**config.mk**
```make
export PLATFORM = sky130hd
export DESIGN_NAME = rxf_receiver
export DESIGN_NICKNAME = d
export VERILOG_FILES = /design/src/rtl/rxf_pkg.sv /design/src/rtl/rxf_bit_counter.sv /design/src/rtl/rxf_shifter.sv /design/src/rtl/rxf_frame_ctrl.sv /design/src/rtl/rxf_receiver.sv
export SDC_FILE = /design/constraint.sdc
export NUM_CORES = 1
export LEC_CHECK = 0
export ABC_AREA = 1
export BUFFER_PORTS_ARGS = -buffer_cell sky130_fd_sc_hd__buf_2
export CAP_MARGIN = 15
export CELL_PAD_IN_SITES_DETAIL_PLACEMENT = 1
export CELL_PAD_IN_SITES_GLOBAL_PLACEMENT = 1
export CORE_MARGIN = 3
export CORE_UTILIZATION = 43
export DETAILED_ROUTE_END_ITERATION = 8
export PLACE_DENSITY_LB_ADDON = 0.25
export SLEW_MARGIN = 15
export SYNTH_ARGS = -nofsm -noshare
export SYNTH_HDL_FRONTEND = slang
export SYNTH_HIERARCHICAL = 1
export SYNTH_SLANG_ARGS = --single-unit
```
**constraint.sdc**
```tcl
create_clock -name clk -period 2.2 [get_ports clk]
set_input_delay 0.66 -clock clk [delete_from_list [all_inputs] [get_ports clk]]
set_output_delay 0.66 -clock clk [all_outputs]
set_load 0.1 [all_outputs]
```
**src/rtl/rxf_pkg.sv**
```systemverilog
`timescale 1ns/1ps
package rxf_pkg;

    typedef enum logic {
        RX_HUNT  = 1'b0,
        RX_SHIFT = 1'b1
    } rx_state_e;

    typedef struct packed {
        logic valid;
        logic frame_err;
        logic parity_err;
        logic brk;
    } rx_event_t;

endpackage

```
**src/rtl/rxf_bit_counter.sv**
```systemverilog
`timescale 1ns/1ps
module rxf_bit_counter #(
    parameter int unsigned SLOTS = 11
) (
    input  logic                           clk,
    input  logic                           rst_n,
    input  logic                           clr_i,
    input  logic                           adv_i,
    output logic [$clog2(SLOTS+1)-1:0]     idx_o,
    output logic                           last_o
);
    localparam int unsigned CW = $clog2(SLOTS + 1);
    localparam logic [CW-1:0] LASTV = CW'(SLOTS - 1);

    typedef struct packed {
        logic [CW-1:0] cnt;
    } cnt_st_t;

    cnt_st_t q, d;

    always_comb begin
        d = q;
        if (clr_i) begin
            d.cnt = '0;
        end else if (adv_i) begin
            if (q.cnt == LASTV) begin
                d.cnt = '0;
            end else begin
                d.cnt = q.cnt + CW'(1);
            end
        end
    end

    always_ff @(posedge clk or negedge rst_n) begin
        if (!rst_n) begin
            q <= '0;
        end else begin
            q <= d;
        end
    end

    assign idx_o  = q.cnt;
    assign last_o = adv_i && (q.cnt == LASTV);

    AST_SLOT_IN_RANGE: assert property (@(posedge clk) disable iff (!rst_n)
        q.cnt <= LASTV);
    AST_RESTART_AFTER_LAST: assert property (@(posedge clk) disable iff (!rst_n)
        last_o |=> (q.cnt == '0));

endmodule

```
**src/rtl/rxf_shifter.sv**
```systemverilog
`timescale 1ns/1ps
module rxf_shifter #(
    parameter int unsigned DATA_W = 8,
    parameter int unsigned STOP_W = 2
) (
    input  logic                                      clk,
    input  logic                                      rst_n,
    input  logic                                      clr_i,
    input  logic                                      shift_en_i,
    input  logic                                      bit_i,
    input  logic [$clog2(DATA_W+1+STOP_W+1)-1:0]      idx_i,
    output logic [DATA_W+STOP_W:0]                    frame_nx_o,
    output logic                                      par_nx_o,
    output logic                                      seen_one_nx_o
);
    localparam int unsigned SLOTS = DATA_W + 1 + STOP_W;
    localparam int unsigned IW    = $clog2(SLOTS + 1);
    localparam logic [IW-1:0] PAR_SLOT = IW'(DATA_W);

    typedef struct packed {
        logic [SLOTS-1:0] frame;
        logic             par;
        logic             seen;
    } sh_st_t;

    sh_st_t q, d;

    always_comb begin
        d = q;
        if (clr_i) begin
            d = '0;
        end else if (shift_en_i) begin
            d.frame = {bit_i, q.frame[SLOTS-1:1]};
            d.seen  = q.seen | bit_i;
            if (idx_i < PAR_SLOT) begin
                d.par = q.par ^ bit_i;
            end
        end
    end

    always_ff @(posedge clk or negedge rst_n) begin
        if (!rst_n) begin
            q <= '0;
        end else begin
            q <= d;
        end
    end

    assign frame_nx_o    = d.frame;
    assign par_nx_o      = d.par;
    assign seen_one_nx_o = d.seen;

    AST_PARITY_TRACKS_DATA: assert property (@(posedge clk) disable iff (!rst_n)
        (shift_en_i && idx_i == PAR_SLOT) |-> (q.par == ^q.frame[SLOTS-1 -: DATA_W]));
    AST_CLEAR_EMPTIES: assert property (@(posedge clk) disable iff (!rst_n)
        clr_i |=> (q.seen == 1'b0 && q.par == 1'b0));

endmodule

```
**src/rtl/rxf_frame_ctrl.sv**
```systemverilog
`timescale 1ns/1ps
module rxf_frame_ctrl
    import rxf_pkg::*;
#(
    parameter int unsigned DATA_W = 8,
    parameter int unsigned STOP_W = 2
) (
    input  logic                         clk,
    input  logic                         rst_n,
    input  logic                         rx_en_i,
    input  logic                         din_i,
    input  logic                         last_i,
    input  logic [DATA_W+STOP_W:0]       frame_nx_i,
    input  logic                         par_nx_i,
    input  logic                         seen_one_nx_i,
    output logic                         shifting_o,
    output logic [DATA_W-1:0]            data_o,
    output rx_event_t                    evt_o
);
    localparam int unsigned SLOTS = DATA_W + 1 + STOP_W;

    typedef struct packed {
        rx_state_e         state;
        logic              locked;
        logic [DATA_W-1:0] data;
        rx_event_t         evt;
    } ctrl_st_t;

    ctrl_st_t q, d;
    logic stop_bad;
    logic par_bad;
    logic is_break;

    always_comb begin
        stop_bad = ~&frame_nx_i[SLOTS-1 -: STOP_W];
        par_bad  = par_nx_i ^ frame_nx_i[DATA_W];
        is_break = ~seen_one_nx_i;

        d     = q;
        d.evt = '0;
        if (!rx_en_i) begin
            d.state = RX_HUNT;
        end else begin
            case (q.state)
                RX_HUNT: begin
                    if (!din_i) begin
                        d.state = RX_SHIFT;
                    end
                end
                RX_SHIFT: begin
                    if (last_i) begin
                        d.state = RX_HUNT;
                        if (is_break) begin
                            d.evt.brk = 1'b1;
                            d.locked  = 1'b0;
                        end else if (!q.locked) begin
                            if (stop_bad || par_bad) begin
                                d.evt.frame_err  = stop_bad;
                                d.evt.parity_err = par_bad;
                                d.locked         = 1'b1;
                            end else begin
                                d.evt.valid = 1'b1;
                                d.data      = frame_nx_i[DATA_W-1:0];
                            end
                        end
                    end
                end
                default: d.state = RX_HUNT;
            endcase
        end
    end

    always_ff @(posedge clk or negedge rst_n) begin
        if (!rst_n) begin
            q <= '0;
        end else begin
            q <= d;
        end
    end

    assign shifting_o = rx_en_i && (q.state == RX_SHIFT);
    assign data_o     = q.data;
    assign evt_o      = q.evt;

    AST_ONE_OUTCOME: assert property (@(posedge clk) disable iff (!rst_n)
        $onehot0({q.evt.valid, q.evt.frame_err | q.evt.parity_err, q.evt.brk}));
    AST_EVENT_IS_PULSE: assert property (@(posedge clk) disable iff (!rst_n)
        (q.evt != '0) |=> (q.evt == '0));
    AST_DATA_ONLY_ON_VALID: assert property (@(posedge clk) disable iff (!rst_n)
        !$stable(q.data) |-> q.evt.valid);
    AST_ERROR_LOCKS: assert property (@(posedge clk) disable iff (!rst_n)
        (q.evt.frame_err || q.evt.parity_err) |-> q.locked);
    AST_LOCKED_NO_VALID: assert property (@(posedge clk) disable iff (!rst_n)
        q.locked |=> !q.evt.valid);
    AST_BREAK_UNLOCKS: assert property (@(posedge clk) disable iff (!rst_n)
        q.evt.brk |-> !q.locked);

endmodule

```
**src/rtl/rxf_receiver.sv**
```systemverilog
`timescale 1ns/1ps
module rxf_receiver
    import rxf_pkg::*;
#(
    parameter int unsigned DATA_W = 8,
    parameter int unsigned STOP_W = 2
) (
    input  logic              clk,
    input  logic              rst_n,
    input  logic              rx_en,
    input  logic              din,
    output logic [DATA_W-1:0] rx_data,
    output logic              rx_valid,
    output logic              err_frame,
    output logic              err_parity,
    output logic              err_break
);
    localparam int unsigned SLOTS = DATA_W + 1 + STOP_W;
    localparam int unsigned IW    = $clog2(SLOTS + 1);

    logic             shifting;
    logic [IW-1:0]    slot_idx;
    logic             slot_last;
    logic [SLOTS-1:0] frame_nx;
    logic             par_nx;
    logic             seen_one_nx;
    rx_event_t        evt;

    rxf_bit_counter #(
        .SLOTS (SLOTS)
    ) u_cnt (
        .clk    (clk),
        .rst_n  (rst_n),
        .clr_i  (!shifting),
        .adv_i  (shifting),
        .idx_o  (slot_idx),
        .last_o (slot_last)
    );

    rxf_shifter #(
        .DATA_W (DATA_W),
        .STOP_W (STOP_W)
    ) u_shf (
        .clk           (clk),
        .rst_n         (rst_n),
        .clr_i         (!shifting),
        .shift_en_i    (shifting),
        .bit_i         (din),
        .idx_i         (slot_idx),
        .frame_nx_o    (frame_nx),
        .par_nx_o      (par_nx),
        .seen_one_nx_o (seen_one_nx)
    );

    rxf_frame_ctrl #(
        .DATA_W (DATA_W),
        .STOP_W (STOP_W)
    ) u_ctl (
        .clk           (clk),
        .rst_n         (rst_n),
        .rx_en_i       (rx_en),
        .din_i         (din),
        .last_i        (slot_last),
        .frame_nx_i    (frame_nx),
        .par_nx_i      (par_nx),
        .seen_one_nx_i (seen_one_nx),
        .shifting_o    (shifting),
        .data_o        (rx_data),
        .evt_o         (evt)
    );

    assign rx_valid   = evt.valid;
    assign err_frame  = evt.frame_err;
    assign err_parity = evt.parity_err;
    assign err_break  = evt.brk;

    AST_SILENT_WHEN_OFF: assert property (@(posedge clk) disable iff (!rst_n)
        !rx_en |=> !(rx_valid || err_frame || err_parity || err_break));

endmodule

```
==> impl_metrics.csv <==
group,metric,value,unit
sta,skew,0.00216,ns
floorplanning,fp-row-count,21,
routing,wire_per_inst,13.2,µm
setup_path,crit_chain,"buf_2 > nand2_1 > inv_1 > inv_1 > inv_1 > o21ai_0 > nor2_1 > inv_1 > nand2_1 > nand2_1 > nor2_8 > nand3_1 > nand2_1",
synth,async_flop_share,100,%
synth,yosysTopAreaCell,"dfrtp_1",
sta,worst_pin_slew,0.685,ns
routing,antenna_left,0,
placement,place_hpwl,2350,µm
global_routing,antenna_found_initial,0,
pwr,design_power_total,927,µW
synth,syn_area,1530,µm²
run,drv_cap,0,
global_routing,grt_pass1_wl,5660,µm
floorplanning,dieHeight,65.6,µm
placement,dpl_worst_slack,-0.0560,ns
sta,finalCritPeriodShare,88.7,%
global_routing,grt_max_degree,32,
pwr,peakVddDrop,0.000309,V
sta,hold-worst-slack,0.372,ns
global_routing,grt_pass1_vias,1297,
synth,synth_top_area_share,50.7,%
cts,cts_tree,"built",
sta,finalSetupViolations,0,
floorplanning,die-area,4310,µm²
setup_path,cp_data_arrival_time,2.21,ns
layout,post-route-cell-area,1620,µm²
outcome,status,"finished clean",
setup_path,worstSetupPathType,"input pin to flop",
routing,drc,0,
setup_path,timing.rr.end,"u_ctl/data_o[3]$_DFFE_PN0P_",
setup_path,start_kind,"input pin",
sta,finalSetupTns,0,ns
pwr,leakagePower,0.903,nW
sta,period_needed,1.95,ns
setup_path,cp.required,2.46,ns
pwr,power_per_cell_area,571,nW/µm²
cts,cts_buffers,5,
cts,clkTransAtPathRegs,0.09,ns
layout,drive_gt1_share,19.3,%
synth,avgSynthCellArea,8.49,µm²
layout,insertedDiodeCount,0,
pwr,p_sw,222,µW
setup_path,worstRegToRegCells,12,
sta,final_hold_viol_count,0,
pwr,p_comb_share,6.1,%
synth,ys_top_cells_by_area,"dfrtp_1 51%, nand2_1 11%, nor2_1 7.1%, buf_4 6.4%, inv_1 4.9%",
layout,final_common_cell,"nand2_1",
placement,dp.cells,232,
setup_path,reg2reg_from,"u_ctl/q[13]$_DFF_PN0_",
placement,place_area,1580,µm²
setup_path,setup.reg_to_reg.worst_slack,0.27,ns
sta,relSlewSlack,54.4,%
setup_path,cpPeakStageDelay,0.22,ns
synth,seq_area_frac_synth,50.7,%
synth,synth-seq-cells,31,
cts,cts_setup_buffers,0,
layout,final_cell_mix,"44 x nand2_1, 31 x dfrtp_1, 29 x nor2_1",
cts,cts_max_level,2,
sta,rsz0062_at_grt,"false",
pwr,sequentialPowerShare,62.5,%
layout,finalNonFillerCells,238,
pwr,swShare,24.0,%
sta,fin_ws,0.248,ns
layout,area_growth,6.22,%
cts,clk_latency,0.32,ns
synth,synthFlopType,"dfrtp_1",
pwr,clkPwrFrac,31.4,%
floorplanning,core,3390,µm²
synth,yosysUniqueCellTypes,20,
cts,cts_root_buf,"clkbuf_4",
placement,port-buffer-count,15,
cts,ctsResizeCount,0,
sta,timing.fmax,512,MHz
layout,fin_util,47.9,%
setup_path,cp-end-kind,"flop",
routing,vias,1135,
routing,wirelength,3130,µm
floorplanning,start_util,45.1,%
sta,slew_violations,0,
cts,hold_buffers,0,
cts,numClockSinks,31,
floorplanning,die_w,65.6,µm
floorplanning,pin_count,16,
setup_path,worst-path-max-fanout,8,
placement,routabilityCongestion,0.833,
synth,synthCells,180,
synth,ys_warn_count,6,
routing,drtPass1Iterations,4,
cts,cts_buffer_depth,2,
routing,drt_iter0_drc,25,
synth,synth_edf_count,0,
global_routing,grtUsageTotal,17.3,%
layout,fillers,428,
setup_path,cpMaxStageDelayCell,"nor2_1",
layout,layout.nets,199,
global_routing,grt_overflow,0,
synth,syn-num-nets,186,
pwr,intPower,705,µW
hold_path,hold_path_class,"input pin to asynchronous set/reset pin",
routing,via_per_inst,4.77,
## cell usage after synthesis (2+ instances only)
| master | instances |
|---|---|
| nand2_1 | 44 |
| dfrtp_1 | 31 |
| nor2_1 | 29 |
| inv_1 | 20 |
| buf_4 | 13 |
| nand3_1 | 10 |
| o21ai_0 | 8 |
| a21oi_1 | 5 |
| buf_6 | 3 |
| o21ai_1 | 3 |
| ha_1 | 2 |
| nand3_2 | 2 |
| nand4_1 | 2 |
| nor2_2 | 2 |
## worst max path at each step
| stage | from | endpoint | slack, ns | cells past startpoint |
|---|---|---|---|---|
| after floorplan | rx_en | u_ctl/q[12]$_DFFE_PN0P_ | 0.21 | 12 |
| after global placement | rx_en | u_ctl/data_o[2]$_DFFE_PN0P_ | 0.09 | 13 |
| after detailed placement | rx_en | u_ctl/data_o[3]$_DFFE_PN0P_ | -0.06 | 13 |
| after CTS | rx_en | u_ctl/data_o[3]$_DFFE_PN0P_ | 0.26 | 13 |
| after global routing | u_ctl/q[13]$_DFF_PN0_ | u_ctl/data_o[7]$_DFFE_PN0P_ | 0.05 | 12 |
| final | rx_en | u_ctl/data_o[3]$_DFFE_PN0P_ | 0.25 | 13 |
## state kept, by name, indices dropped and copies added, names as in the netlist
signal        flops
u_shf/q          13
u_cnt/idx_o       4
u_ctl/data_o      8
u_ctl/q           2
u_ctl/evt_o       4
## worst max-delay path, delay by kind of cell
family / cells / cell delay (ns)
AO/OA/AOI/OAI: 1 / 0.11
AND/OR/NAND/NOR: 7 / 0.82
buffers and inverters: 5 / 0.61
## routing by layer
| layer | global-route usage [%] | vias up | share of wire, % |
|---|---|---|---|
| met5 | 0 | - | 0 |
| li1 | - | 570 | - |
| met4 | 7.77 | 0 | 1.5 |
| met1 | 18.6 | 546 | 44 |
| met3 | 3.76 | 5 | 2.6 |
| met2 | 32.0 | 14 | 52 |
## logic make-up after synthesis
family	after synthesis	share of synthesized area [%]
buffers and inverters	37	13.7
adder cells (fa/ha/maj)	2	1.64
AND/OR/NAND/NOR	93	28.1
AO/OA/AOI/OAI	17	5.81
flip-flops	31	50.7
## power groups by stage
| stage | logic, mW | registers (mW) | clock network (mW) |
|---|---|---|---|
| floorplan | 0.0330 | 0.590 | 0 |
| finish | 0.0564 | 0.580 | 0.291 |
| CTS | 0.0586 | 0.580 | 0.303 |
| global placement | 0.0547 | 0.590 | 0 |
| global route | 0.0657 | 0.581 | 0.324 |
| detailed placement | 0.0580 | 0.591 | 0 |
## final cells by class
type | instances | area [µm²] | area share (%)
Timing Repair Buffer | 22 | 128 | 7.86
Tap cell | 46 | 57.6 | 3.54
Clock buffer | 6 | 41.3 | 2.54
Inverter | 21 | 78.8 | 4.85
Sequential cell | 31 | 776 | 47.8
Multi-Input combinational cell | 112 | 543 | 33.4
Power figures use the tool's default switching activity.
